--- config.mk ---
export PLATFORM = sky130hd
export DESIGN_NAME = cpu_entry_sequencer
export DESIGN_NICKNAME = d
export VERILOG_FILES = /design/src/rtl/entry_seq_pkg.sv /design/src/rtl/entry_req_arbiter.sv /design/src/rtl/entry_seq_ctrl.sv /design/src/rtl/entry_seq_datapath.sv /design/src/rtl/cpu_entry_sequencer.sv
export SDC_FILE = /design/constraint.sdc
export NUM_CORES = 1
export LEC_CHECK = 0
export CORE_UTILIZATION = 45
export DETAILED_ROUTE_END_ITERATION = 10
export GPL_ROUTABILITY_DRIVEN = 0
export PLACE_DENSITY = 0.91
export SLEW_MARGIN = 20
export SYNTH_ARGS = -nofsm -noshare
export SYNTH_HDL_FRONTEND = slang
export SYNTH_SLANG_ARGS = --single-unit
--- constraint.sdc ---
create_clock -name clk -period 2.7 [get_ports clk]
set_input_delay 0.54 -clock clk [delete_from_list [all_inputs] [get_ports clk]]
set_output_delay 0.54 -clock clk [all_outputs]
set_load 0.02 [all_outputs]
--- src/rtl/entry_seq_pkg.sv ---
package entry_seq_pkg;

    typedef enum logic [1:0] {
        MODE_FETCH = 2'd0,
        MODE_RESET = 2'd1,
        MODE_IRQ   = 2'd2,
        MODE_NMI   = 2'd3
    } seq_mode_e;

    typedef enum logic [3:0] {
        ST_BOUNDARY,
        ST_FETCH,
        ST_DUMMY_A,
        ST_DUMMY_B,
        ST_PUSH_HI,
        ST_PUSH_LO,
        ST_PUSH_FL,
        ST_VEC_LO,
        ST_VEC_HI
    } seq_state_e;

    // status byte bit positions
    localparam int FLAG_IMASK = 2;
    localparam int FLAG_DEC   = 3;
    localparam int FLAG_BRK   = 4;
    localparam int FLAG_ONE   = 5;

    localparam int STEP_W = 3;

endpackage

--- src/rtl/entry_req_arbiter.sv ---
module entry_req_arbiter
    import entry_seq_pkg::*;
(
    input  logic      clk,
    input  logic      rst_n,
    input  logic      rst_req,
    input  logic      nmi_n,
    input  logic      irq_n,
    input  logic      irq_masked,
    input  logic      take,
    output seq_mode_e choice
);

    logic nmi_q;
    logic nmi_pend;
    logic por_pend;
    logic nmi_edge;
    logic nmi_live;

    assign nmi_edge = nmi_q & ~nmi_n;
    assign nmi_live = nmi_pend | nmi_edge;

    // fixed priority: reset / power-on, NMI, unmasked IRQ, fetch
    always_comb begin
        if (rst_req || por_pend) begin
            choice = MODE_RESET;
        end else if (nmi_live) begin
            choice = MODE_NMI;
        end else if (!irq_n && !irq_masked) begin
            choice = MODE_IRQ;
        end else begin
            choice = MODE_FETCH;
        end
    end

    always_ff @(posedge clk) begin
        if (!rst_n) begin
            nmi_q    <= 1'b1;
            nmi_pend <= 1'b0;
            por_pend <= 1'b1;
        end else begin
            nmi_q <= nmi_n;
            if (take && choice == MODE_NMI) begin
                nmi_pend <= 1'b0;
            end else begin
                nmi_pend <= nmi_live;
            end
            if (take && choice == MODE_RESET) begin
                por_pend <= 1'b0;
            end
        end
    end

endmodule

--- src/rtl/entry_seq_ctrl.sv ---
module entry_seq_ctrl
    import entry_seq_pkg::*;
(
    input  logic              clk,
    input  logic              rst_n,
    input  seq_mode_e         choice,
    input  logic              bus_ack,
    output seq_state_e        state,
    output seq_mode_e         kind,
    output logic              bus_req,
    output logic              take,
    output logic              done,
    output logic [STEP_W-1:0] step
);

    seq_state_e state_q;
    seq_state_e state_d;
    seq_mode_e  kind_q;
    logic       done_q;

    // next-state logic
    always_comb begin
        state_d = state_q;
        unique case (state_q)
            ST_BOUNDARY: state_d = (choice == MODE_FETCH) ? ST_FETCH : ST_DUMMY_A;
            ST_FETCH:    if (bus_ack) state_d = ST_BOUNDARY;
            ST_DUMMY_A:  if (bus_ack) state_d = ST_DUMMY_B;
            ST_DUMMY_B:  if (bus_ack) state_d = ST_PUSH_HI;
            ST_PUSH_HI:  if (bus_ack) state_d = ST_PUSH_LO;
            ST_PUSH_LO:  if (bus_ack) state_d = ST_PUSH_FL;
            ST_PUSH_FL:  if (bus_ack) state_d = ST_VEC_LO;
            ST_VEC_LO:   if (bus_ack) state_d = ST_VEC_HI;
            ST_VEC_HI:   if (bus_ack) state_d = ST_BOUNDARY;
            default:     state_d = ST_BOUNDARY;
        endcase
    end

    // state register
    always_ff @(posedge clk) begin
        if (!rst_n) begin
            state_q <= ST_BOUNDARY;
            kind_q  <= MODE_FETCH;
            done_q  <= 1'b0;
        end else begin
            state_q <= state_d;
            if (state_q == ST_BOUNDARY) begin
                kind_q <= choice;
            end
            done_q <= (state_q != ST_BOUNDARY) && (state_d == ST_BOUNDARY);
        end
    end

    // outputs
    always_comb begin
        bus_req = 1'b1;
        take    = 1'b0;
        step    = '0;
        unique case (state_q)
            ST_BOUNDARY: begin
                bus_req = 1'b0;
                take    = 1'b1;
            end
            ST_FETCH:   step = STEP_W'(0);
            ST_DUMMY_A: step = STEP_W'(0);
            ST_DUMMY_B: step = STEP_W'(1);
            ST_PUSH_HI: step = STEP_W'(2);
            ST_PUSH_LO: step = STEP_W'(3);
            ST_PUSH_FL: step = STEP_W'(4);
            ST_VEC_LO:  step = STEP_W'(5);
            ST_VEC_HI:  step = STEP_W'(6);
            default: begin
                bus_req = 1'b0;
            end
        endcase
    end

    assign state = state_q;
    assign kind  = kind_q;
    assign done  = done_q;

endmodule

--- src/rtl/entry_seq_datapath.sv ---
module entry_seq_datapath
    import entry_seq_pkg::*;
#(
    parameter int DATA_W  = 8,
    parameter bit CLR_DEC = 1'b1
) (
    input  logic                  clk,
    input  logic                  rst_n,
    input  seq_state_e            state,
    input  seq_mode_e             kind,
    input  logic                  bus_ack,
    input  logic [2*DATA_W-1:0]   pc_in,
    input  logic [DATA_W-1:0]     sp_in,
    input  logic [DATA_W-1:0]     flags_in,
    input  logic [DATA_W-1:0]     bus_rdata,
    output logic [2*DATA_W-1:0]   bus_addr,
    output logic                  bus_we,
    output logic [DATA_W-1:0]     bus_wdata,
    output logic [2*DATA_W-1:0]   pc_q,
    output logic [DATA_W-1:0]     sp_q,
    output logic [DATA_W-1:0]     fl_q
);

    localparam int AW = 2 * DATA_W;
    localparam logic [AW-1:0]     VEC_NMI   = {AW{1'b1}} - AW'(5);
    localparam logic [AW-1:0]     VEC_RST   = {AW{1'b1}} - AW'(3);
    localparam logic [AW-1:0]     VEC_IRQ   = {AW{1'b1}} - AW'(1);
    localparam logic [DATA_W-1:0] STK_PAGE  = DATA_W'(1);
    localparam logic [DATA_W-1:0] BIT_IMASK = DATA_W'(1) << FLAG_IMASK;
    localparam logic [DATA_W-1:0] BIT_DEC   = DATA_W'(1) << FLAG_DEC;
    localparam logic [DATA_W-1:0] BIT_BRK   = DATA_W'(1) << FLAG_BRK;
    localparam logic [DATA_W-1:0] BIT_ONE   = DATA_W'(1) << FLAG_ONE;

    logic [AW-1:0]     vec_q;
    logic [AW-1:0]     vec_pick;
    logic [DATA_W-1:0] fl_after;
    logic [DATA_W-1:0] fl_pushed;
    logic [AW-1:0]     stk_addr;

    assign stk_addr  = {STK_PAGE, sp_q};
    assign fl_pushed = (fl_q | BIT_ONE) & ~BIT_BRK;

    always_comb begin
        unique case (kind)
            MODE_NMI:   vec_pick = VEC_NMI;
            MODE_RESET: vec_pick = VEC_RST;
            default:    vec_pick = VEC_IRQ;
        endcase
    end

    // flag step applied once the status byte has gone out
    generate
        if (CLR_DEC) begin : g_clear_dec
            always_comb begin
                if (kind == MODE_IRQ) begin
                    fl_after = fl_q | BIT_IMASK;
                end else begin
                    fl_after = (fl_q | BIT_IMASK) & ~BIT_DEC;
                end
            end
        end else begin : g_keep_dec
            always_comb begin
                fl_after = fl_q | BIT_IMASK;
            end
        end
    endgenerate

    // bus drive per state
    always_comb begin
        bus_addr  = pc_q;
        bus_we    = 1'b0;
        bus_wdata = '0;
        unique case (state)
            ST_BOUNDARY, ST_FETCH, ST_DUMMY_A, ST_DUMMY_B: begin
                bus_addr = pc_q;
            end
            ST_PUSH_HI: begin
                bus_addr  = stk_addr;
                bus_we    = (kind != MODE_RESET);
                bus_wdata = pc_q[AW-1:DATA_W];
            end
            ST_PUSH_LO: begin
                bus_addr  = stk_addr;
                bus_we    = (kind != MODE_RESET);
                bus_wdata = pc_q[DATA_W-1:0];
            end
            ST_PUSH_FL: begin
                bus_addr  = stk_addr;
                bus_we    = (kind != MODE_RESET);
                bus_wdata = fl_pushed;
            end
            ST_VEC_LO: bus_addr = vec_q;
            ST_VEC_HI: bus_addr = vec_q | AW'(1);
            default:   bus_addr = pc_q;
        endcase
    end

    always_ff @(posedge clk) begin
        if (!rst_n) begin
            pc_q  <= '0;
            sp_q  <= '0;
            fl_q  <= '0;
            vec_q <= '0;
        end else if (state == ST_BOUNDARY) begin
            pc_q <= pc_in;
            sp_q <= sp_in;
            fl_q <= flags_in;
        end else if (bus_ack) begin
            case (state)
                ST_FETCH:   pc_q <= pc_q + AW'(1);
                ST_PUSH_HI: sp_q <= sp_q - DATA_W'(1);
                ST_PUSH_LO: begin
                    sp_q  <= sp_q - DATA_W'(1);
                    vec_q <= vec_pick;
                end
                ST_PUSH_FL: begin
                    sp_q <= sp_q - DATA_W'(1);
                    fl_q <= fl_after;
                end
                ST_VEC_LO:  pc_q[DATA_W-1:0]  <= bus_rdata;
                ST_VEC_HI:  pc_q[AW-1:DATA_W] <= bus_rdata;
                default: ;
            endcase
        end
    end

endmodule

--- src/rtl/cpu_entry_sequencer.sv ---
module cpu_entry_sequencer
    import entry_seq_pkg::*;
#(
    parameter int DATA_W  = 8,
    parameter bit CLR_DEC = 1'b1
) (
    input  logic                clk,
    input  logic                rst_n,
    input  logic                rst_req,
    input  logic                nmi_n,
    input  logic                irq_n,
    input  logic [2*DATA_W-1:0] pc_in,
    input  logic [DATA_W-1:0]   sp_in,
    input  logic [DATA_W-1:0]   flags_in,
    output logic                bus_req,
    output logic [2*DATA_W-1:0] bus_addr,
    output logic                bus_we,
    output logic [DATA_W-1:0]   bus_wdata,
    input  logic [DATA_W-1:0]   bus_rdata,
    input  logic                bus_ack,
    output logic [2*DATA_W-1:0] pc_out,
    output logic [DATA_W-1:0]   sp_out,
    output logic [DATA_W-1:0]   flags_out,
    output logic                upd_valid,
    output logic [1:0]          seq_mode,
    output logic [STEP_W-1:0]   seq_step
);

    seq_mode_e  choice;
    seq_mode_e  kind;
    seq_state_e state;
    logic       take;
    logic       done;

    entry_req_arbiter u_arb (
        .clk        (clk),
        .rst_n      (rst_n),
        .rst_req    (rst_req),
        .nmi_n      (nmi_n),
        .irq_n      (irq_n),
        .irq_masked (flags_in[FLAG_IMASK]),
        .take       (take),
        .choice     (choice)
    );

    entry_seq_ctrl u_ctrl (
        .clk     (clk),
        .rst_n   (rst_n),
        .choice  (choice),
        .bus_ack (bus_ack),
        .state   (state),
        .kind    (kind),
        .bus_req (bus_req),
        .take    (take),
        .done    (done),
        .step    (seq_step)
    );

    entry_seq_datapath #(
        .DATA_W  (DATA_W),
        .CLR_DEC (CLR_DEC)
    ) u_dp (
        .clk       (clk),
        .rst_n     (rst_n),
        .state     (state),
        .kind      (kind),
        .bus_ack   (bus_ack),
        .pc_in     (pc_in),
        .sp_in     (sp_in),
        .flags_in  (flags_in),
        .bus_rdata (bus_rdata),
        .bus_addr  (bus_addr),
        .bus_we    (bus_we),
        .bus_wdata (bus_wdata),
        .pc_q      (pc_out),
        .sp_q      (sp_out),
        .fl_q      (flags_out)
    );

    assign upd_valid = done;
    assign seq_mode  = kind;

endmodule

==> After elaboration in Yosys (flattened, before gate mapping) <==
Index checks and enable logic that the tools add are counted.
{ "op_classes": {"add_sub_neg": 2, "eq_ne": 15, "mux": 30, "bitwise": 5, "n_reduce_logical": 26} }
{ "op_table": {"columns": ["cell", "n"], "rows": [
  ["2-to-1 mux 8 bit", 6],
  ["one-hot mux 16 bit (3 select lines)", 1],
  ["2-to-1 mux 16 bit", 2],
  ["2-to-1 mux 4 bit", 8],
  ["one-hot mux 4 bit (8 select lines)", 1],
  ["one-hot mux 8 bit (2 select lines)", 2],
  ["one-hot mux 8 bit (3 select lines)", 1],
  ["one-hot mux 3 bit (6 select lines)", 1],
  ["adder 16 x 1 -> 16 bit (second input constant)", 1],
  ["equality test 4 x 3 -> 1 bit (second input constant)", 4],
  ["equality test 4 x 2 -> 1 bit (second input constant)", 2],
  ["zero test 4 bit", 2],
  ["2-to-1 mux 2 bit", 4],
  ["AND reduction 2 bit", 4],
  ["OR reduction 8 bit", 1],
  ["subtractor 8 x 1 -> 8 bit (second input constant)", 1],
  ["equality test 2 bit (second input constant)", 3],
  ["one-hot mux 3 bit (2 select lines)", 1],
  ["AND reduction 3 bit", 2],
  ["nonzero test 2 bit", 3],
  ["nonzero test 3 bit", 2],
  ["equality test 2 x 1 -> 1 bit (second input constant)", 2],
  ["equality test 4 x 1 -> 1 bit (second input constant)", 1],
  ["equality test 4 bit (second input constant)", 1],
  ["13 further kinds", 22]
]} }
{ "totals": {"reg_bits": 58, "in_bits": 46, "word_cells": 91} }

==> Depth between registers and ports, before layout <==
Gate-level depths: netlist (run 1).
{ "logic_depth": {"ltp_word": 10, "ltp_mapped": 8, "mapped_depth_nobuf": 6} }

==> Cells and area by module <==
Synthesis (run 1) repeated with hierarchy kept, for this count alone.
{ "unflattened": {"cells_unflattened": 409, "hier_area_um2": 2970.3} }
{ "modules_own_cells": {"columns": ["mod", "instances", "cells_per_inst", "area_per_inst_um2", "seq_area_each_um2"], "rows": [
  ["entry_seq_datapath", 1, 348, 2466.1, 700.7],
  ["entry_seq_ctrl", 1, 47, 376.6, 140.1],
  ["entry_req_arbiter", 1, 14, 127.6, 60.1]
]} }

==> Worst setup path after synthesis (run 1) <==
OpenSTA, ideal clock, no wires.
{ "synth_timing": {"path_kind": "register to output", "startpoint": "register u_ctrl.state_q[0], in the netlist u_ctrl.state[0]", "endpoint": "output port bus_addr[2]", "t_arrival_ps": 1631, "required_time_ps": 2160, "setup_slack_ps": 529, "stages_incl_launch_ff": 7, "path_buffers": 2, "cell_sequence": "dfxtp_1 > buf_6 > nor3_4 > a21oi_1 > clkbuf_1 > a222oi_1 > inv_1"} }
{ "synth_between": {"elab_chain_len": 3} }
{ "synth_lines": {"columns": ["element", "line_no", "rtl"], "rows": [
  ["start, declared", "entry_seq_ctrl.sv:16", "seq_state_e state_q;"],
  ["start signal, assigned", "entry_seq_ctrl.sv:45", "state_q <= state_d;"],
  ["equality test 4 x 3 -> 1 bit", "entry_seq_datapath.sv:73", "unique case (state)"],
  ["OR reduction 3 bit (no source line)", null, null],
  ["one-hot mux 16 bit (3 select lines) *", "entry_seq_datapath.sv:73", null],
  ["end, declared", "cpu_entry_sequencer.sv:16", "output logic [2*DATA_W-1:0] bus_addr,"]
]} }
Every way passes the cells marked *; elsewhere a longest branch is shown, timed or not.

==> Worst setup path in the final report (run 1) <==
{ "layout_timing": {"startpoint": "register u_ctrl.state_q[1], in the netlist u_ctrl.state[1]", "endpoint": "output port bus_addr[8]"} }
The elaborated chain is that of the path after synthesis.

==> qor.txt, run 1 <==
Avg WL per Cell = 17.43 microns
Final cell count without fillers = 585
Synth Register Bits = 45
Dpl cells = 577
Num rows = 28
Final wirelength = 10,200 microns
CP Class = flip-flop to output pin
Tot GR Track Use = 31.42%
Area of the core = 6061 sq um
Place WS = 263.0 ps
Initial antenna violation count = 0
Ys async rst share = 0%
Fin Setup TNS = 0 ps
CTS root buffer = clkbuf_8
Syn_area_per_cell = 7.278 sq um
Post-Syn Nets = 446
Reg clk slew, reported paths = 80 ps
Setup Viol. Count Final = 0
PwrDens = 532.4 nW/um^2
Die X = 82.23 microns
Tcrit/Tclk final = 94.92%
Fin. max-slew vios = 0
Die Area = 6762 sq um
Max Clk Rate = 390.2 MHz
Syn Inst Count = 398
Vias = 3,572
I/O pin count = 110
Buffers on Ports = 109
Worst-Margin Slew = 636.4 ps
Mapped cell area = 2897 sq um
Global route overflow = 0
Crit path capture type = output pin
Worst-skew pair later-pin latency = 320 ps
VDD IR-drop max = 0.0003668 V
Largest net degree at the start of global routing = 48
TritonCTS clock tree = built
Status = finished clean
Cell taking the most area after synthesis = dfxtp_1
Area share of the largest cell type after synthesis = 31.10%
DRC Markers = 0
Sinks on Clock Net = 45
Final hold viol count = 0
Synth top area cells = dfxtp_1 31%, nand2_1 8.7%, nor2_1 6.1%, o21ai_0 5.0%, a21oi_1 4.7%
Number of synthesized flops with an enable pin = 0
Worst Skew = 12.66 ps
CTS resizes = 10
DR iter-0 viols = 685
Seq/Total Area, Yosys = 31.10%
Final min period = 2563 ps
WP data arrival = 2020 ps
Hpwl dp = 7225 microns
CTS Buf Count = 5
Area grow syn2layout = 46.44%
WP data required = 2160 ps
Vias in the first global route = 3,341
Diode count = 0
Setup bufs post-CTS = 0
Die Height = 82.23 microns
Layout cells sized above 1 = 9.020%
Startpoint types = flip-flop
Hold_ws = 469.0 ps
Most common cell in the netlist = nand2_1
HP Class = flip-flop to flip-flop
RSZ-0062 raised after global routing = no
Filler instances = 485
Setup ws final = 137.2 ps
First-pass GRT wire length = 16,060 microns
Main synth FF type = dfxtp_1
Distinct cell type count of the synthesized netlist = 50
Post-route ant nets = 0
Max-cap violations = 0
Max-slew headroom = 57.25%
H-tree levels = 2
Largest fanout on the critical path = 10
Pleak = 1.786 nW
Final nets = 557
Commonest cells post-synth = 67 x nand2_1, 47 x nor2_1, 45 x dfxtp_1
Synth warn = 0
CTS Buffer Depth = 2
Pre-antenna DRT Iters = 6
Routed vias/inst = 6.106
Cts hold-fix bufs = 0
Initial Util = 47.79%
## layout by cell type, fill, tap and decap left out, drive strengths merged, types with 7 or more instances in the layout
| master | netlist | layout |
|---|---|---|
| clkdlybuf4s50 | 0 | 94 |
| nand2 | 67 | 67 |
| nor2 | 47 | 47 |
| dfxtp | 45 | 45 |
| o21ai | 29 | 29 |
| a21oi | 28 | 28 |
| buf | 11 | 23 |
| a31oi | 12 | 12 |
| mux2i | 11 | 11 |
| nand3 | 11 | 11 |
| a21boi | 11 | 11 |
| nor3 | 10 | 10 |
| inv | 9 | 9 |
| dlygate4sd2 | 0 | 9 |
| and2 | 8 | 8 |
| xnor2 | 7 | 7 |
| o211ai | 7 | 7 |
| clkbuf | 17 | 7 |
## layer usage
layer,GRT usage (%),vias up,routed length (microns)
met5,0,-,0
met3,6.374,47,1141
met2,50.83,246,4764
met4,16.67,0,371
li1,-,1637,-
met1,39.13,1642,3920
## worst max-delay path, cell delays in order (launching register included)
cell and delay (ps):
dfxtp_2 350, buf_4 180, and2_1 180, nor2_1 100
buf_4 170, a21oi_1 50, nand2_1 90, clkdlybuf4s50_1 600
## kinds of logic (layout without fill, tap and decap cells)
| group | Yosys count | after routing | synth area share (%) |
|---|---|---|---|
| AOI/OAI and AO/OA | 117 | 117 | 26.22 |
| xor gates and xnor gates | 13 | 13 | 3.931 |
| adders and majority gates | 3 | 3 | 1.209 |
| buffers and inverters | 37 | 149 | 5.529 |
| DFF | 45 | 45 | 31.10 |
| muxes | 13 | 13 | 4.579 |
| and+or+nand+nor | 170 | 170 | 27.43 |
## where the power goes
part / internal (mW) / switching (mW) / leakage, nW
clock: 0.232 / 0.241 / 0.0542
sequential: 0.741 / 0.132 / 0.373
combinational: 0.431 / 0.482 / 1.36
## final timing paths
| kind | cells past startpoint | to | from | slack [ps] |
|---|---|---|---|---|
| min reg2reg | 2 | u_dp.fl_q[4] | u_dp.fl_q[4] | 470 |
| min | 2 | u_dp.fl_q[4] | u_dp.fl_q[4] | 470 |
| max | 7 | bus_addr[8] | u_ctrl.state[1] | 140 |
| max reg2reg | 6 | u_dp.pc_q[14] | u_dp.pc_q[1] | 640 |
## layout make-up
cell class,instances,area [sq um],area share [%]
Multi-Input combinational cell,316,1839,43.36
Timing Repair Buffer,132,1267,29.88
Sequential cell,45,905.9,21.36
Clock buffer,7,96.34,2.271
Tap cell,75,93.84,2.212
Inverter,9,33.78,0.7965
Clock inverter,1,5.005,0.1180
## through the flow
| step | util (%) | area [sq um] | power, mW |
|---|---|---|---|
| after CTS | 69.61 | 4219 | 2.243 |
| after global routing | 69.98 | 4242 | 2.367 |
| final | 69.98 | 4242 | 2.258 |
| after floorplan | - | 2897 | 1.361 |
| after global placement | 68.10 | 4128 | 1.765 |
| after detailed placement | 68.10 | 4128 | 1.785 |
## flip-flops by register name, indices dropped and copies added (netlist names)
signal	count
u_dp.pc_q	16
u_dp.sp_q	8
u_dp.fl_q	8
u_arb.nmi_q	1
u_arb.por_pend	1
u_dp.vec_q	3
u_ctrl.done	1
u_arb.nmi_pend	1
u_ctrl.state	4
u_ctrl.kind	2
Power figures use the tool's default switching activity.
==> run 2: changes to the inputs <==
--- a/config.mk
+++ b/config.mk
@@ -5,10 +5,12 @@
 export SDC_FILE = /design/constraint.sdc
 export NUM_CORES = 1
 export LEC_CHECK = 0
+export CORE_MARGIN = 2
 export CORE_UTILIZATION = 45
 export DETAILED_ROUTE_END_ITERATION = 10
 export GPL_ROUTABILITY_DRIVEN = 0
 export PLACE_DENSITY = 0.91
+export RECOVER_POWER = 100
 export SLEW_MARGIN = 20
 export SYNTH_ARGS = -nofsm -noshare
 export SYNTH_HDL_FRONTEND = slang
==> run 2 against run 1 <==
Register-to-register slack got worse by 320 ps. First-iteration DRC count decreased by 37%. Power decreased by 2.4%. Critical path depth decreased by 1. Setup slack got worse by 60 ps. Flip-flop and latch count unchanged. Fmax decreased by 2.3%. Routed wire length increased by 1.0%. Sequential share of layout area increased by 0.61 points. Clock power about the same. Combinational power decreased by 5.1%. Critical endpoint is now bus_wdata[2]. Largest cell class unchanged.
==> qor.txt, run 2 (synthesized netlist as in run 1, its figures left out) <==
Status = finished clean
Diode count = 0
Largest net degree at the start of global routing = 48
Biggest regs = u_dp.pc_q: 16 flops, u_dp.fl_q: 8 flops, u_dp.sp_q: 8 flops
GR Util met3 = 6.391%
Buffers on Ports = 109
Setup ws final = 76.73 ps
WP data arrival = 2080 ps
Fin. max-slew vios = 0
CP max stage cell = dlygate4sd3_1
Final nets = 554
TritonCTS clock tree = built
Largest fanout on the critical path = 11
Dpl cells = 576
Final Core Density = 65.62%
Hpwl dp = 7217 microns
R2R cell count = 6
CP Buf/Inv Count = 2
Routed vias/inst = 6.036
CP cell instances = buf_4, mux2i_1, nor2_1, a21oi_1, nor2_1, dlygate4sd3_1
Final cell count without fillers = 584
Area of the core = 6277 sq um
Die X = 84.23 microns
Worst-Margin Slew = 874.7 ps
Highest-count cells in the layout ignoring fill and taps = 67 x nand2_1, 47 x nor2_1, 44 x dlygate4sd3_1, 44 x clkdlybuf4s50_1, 42 x dfxtp_1
Final wirelength = 10,300 microns
PwrDens = 535.0 nW/um^2
RSZ-0062 raised after global routing = no
CTS root buffer = clkbuf_8
RR Startpoint = u_ctrl.state[0]
Most frequent CP cell = nor2_1
Worst-skew pair later-pin latency = 300 ps
R2R setup slack = 320 ps
CP Class = flip-flop to output pin
Post-route ant nets = 0
Tot GR Track Use = 28.83%
Grt met2 use = 48.48%
Die Height = 84.23 microns
Avg WL per Cell = 17.64 microns
M1 GR Usage = 36.08%
Num rows = 29
Max Clk Rate = 381.2 MHz
Hold path cells = 2
Pleak = 1.743 nW
Most common cell after layout, fill and taps aside = nand2_1
Initial antenna violation count = 0
Max-cap violations = 0
Layer with the highest usage = met2
CTS Buffer Depth = 2
Layout cells sized above 1 = 7.101%
I/O pin count = 110
Reg with most FFs = u_dp.pc_q
WP data required = 2160 ps
Vias in the first global route = 3,509
Setup Viol. Count Final = 0
Area grow syn2layout = 42.20%
H-tree levels = 2
CP max stage delay = 640 ps
Register Area = 904.6 sq um
Cts hold-fix bufs = 0
Final hold viol count = 0
First-pass GRT wire length = 16,770 microns
Tcrit/Tclk final = 97.16%
Fin Setup TNS = 0 ps
Max reg flops = 16
Hold_ws = 472.1 ps
CTS Buf Count = 5
Worst Skew = 10.68 ps
Setup bufs post-CTS = 0
Vias = 3,525
Startpoint types = flip-flop
Top delay family on crit path = buffers and inverters
Max-slew headroom = 41.69%
Area of the multi-input gates = 1836 sq um
Pre-antenna DRT Iters = 5
DR iter-0 viols = 430
Filler instances = 519
VDD IR-drop max = 0.0004112 V
Place WS = 167.1 ps
Hold Crit Endpoint = u_dp.fl_q[4]
Reg clk slew, reported paths = 80 ps
HP Class = flip-flop to flip-flop
Hold path start = u_dp.fl_q[4]
Sinks on Clock Net = 45
Crit path capture type = output pin
DRC Markers = 0
Worst r2r dst = u_dp.pc_q[1]
Final min period = 2623 ps
Initial Util = 46.14%
Die Area = 7095 sq um
Global route overflow = 0
-- run 2: cell count changes in the layout (fill, tap and decap cells not counted), moves of 2 or more --
cell,delta
buf_4,-8
clkbuf_1,+14
clkdlybuf4s50_1,-50
dlygate4sd2_1,+2
dlygate4sd3_1,+44
dlymetal6s2s_1,-6
-- run 2: what timing repair did --
item,4_1_cts,5_1_grt
pin swaps,1,0
resized for setup,13,12
endpoints found under the setup margin,21,18
hold endpoints to repair,0,0
-- run 2: report_power, final --
group	internal, mW	total [mW]	switching [mW]	leakage [nW]
clock	0.232	0.470	0.238	0.0542
sequential	0.741	0.868	0.127	0.372
combinational	0.376	0.866	0.490	1.32
-- run 2: through the flow --
stage          cell area, sq um  total power [mW]
5_1_grt                    4119             2.306
6_report                   4119             2.204
3_3_place_gp               4108             1.765
4_1_cts                    4199             2.238
2_1_floorplan              2897             1.361
3_5_place_dp               4108             1.785
-- run 2: worst reg2reg max path, cell delays in order, from the launching register on --
cell and delay, ps:
dfxtp_2 380, buf_4 200, or3_1 590, nor2_1 220
clkbuf_1 490, nor2_1 110, o32ai_1 300
-- run 2: final cells by class --
| class | count | share of cell area (%) |
|---|---|---|
| Clock inverter | 1 | 0.1215 |
| Tap cell | 77 | 2.339 |
| Sequential cell | 45 | 21.96 |
| Inverter | 9 | 0.8202 |
| Clock buffer | 7 | 2.339 |
| Multi-Input combinational cell | 316 | 44.56 |
| Timing Repair Buffer | 129 | 27.86 |
-- run 2: worst max-delay path by stage --
stage                        end  slack, ps             from  cells after the start
global placement     bus_addr[1]        260  u_ctrl.state[0]                      6
floorplan            bus_addr[2]        530  u_ctrl.state[0]                      6
CTS                 bus_addr[14]       0.05  u_ctrl.state[1]                      6
global route         bus_addr[2]          3  u_ctrl.state[0]                      6
detailed placement   bus_addr[1]        170  u_ctrl.state[0]                      6
finish              bus_wdata[2]         80  u_ctrl.state[1]                      6
-- run 2: layer usage --
| layer | routed length, microns | up-vias |
|---|---|---|
| li1 | - | 1626 |
| met1 | 3870 | 1601 |
| met2 | 4947 | 258 |
| met3 | 1151 | 40 |
| met4 | 330 | 0 |
| met5 | 0 | - |
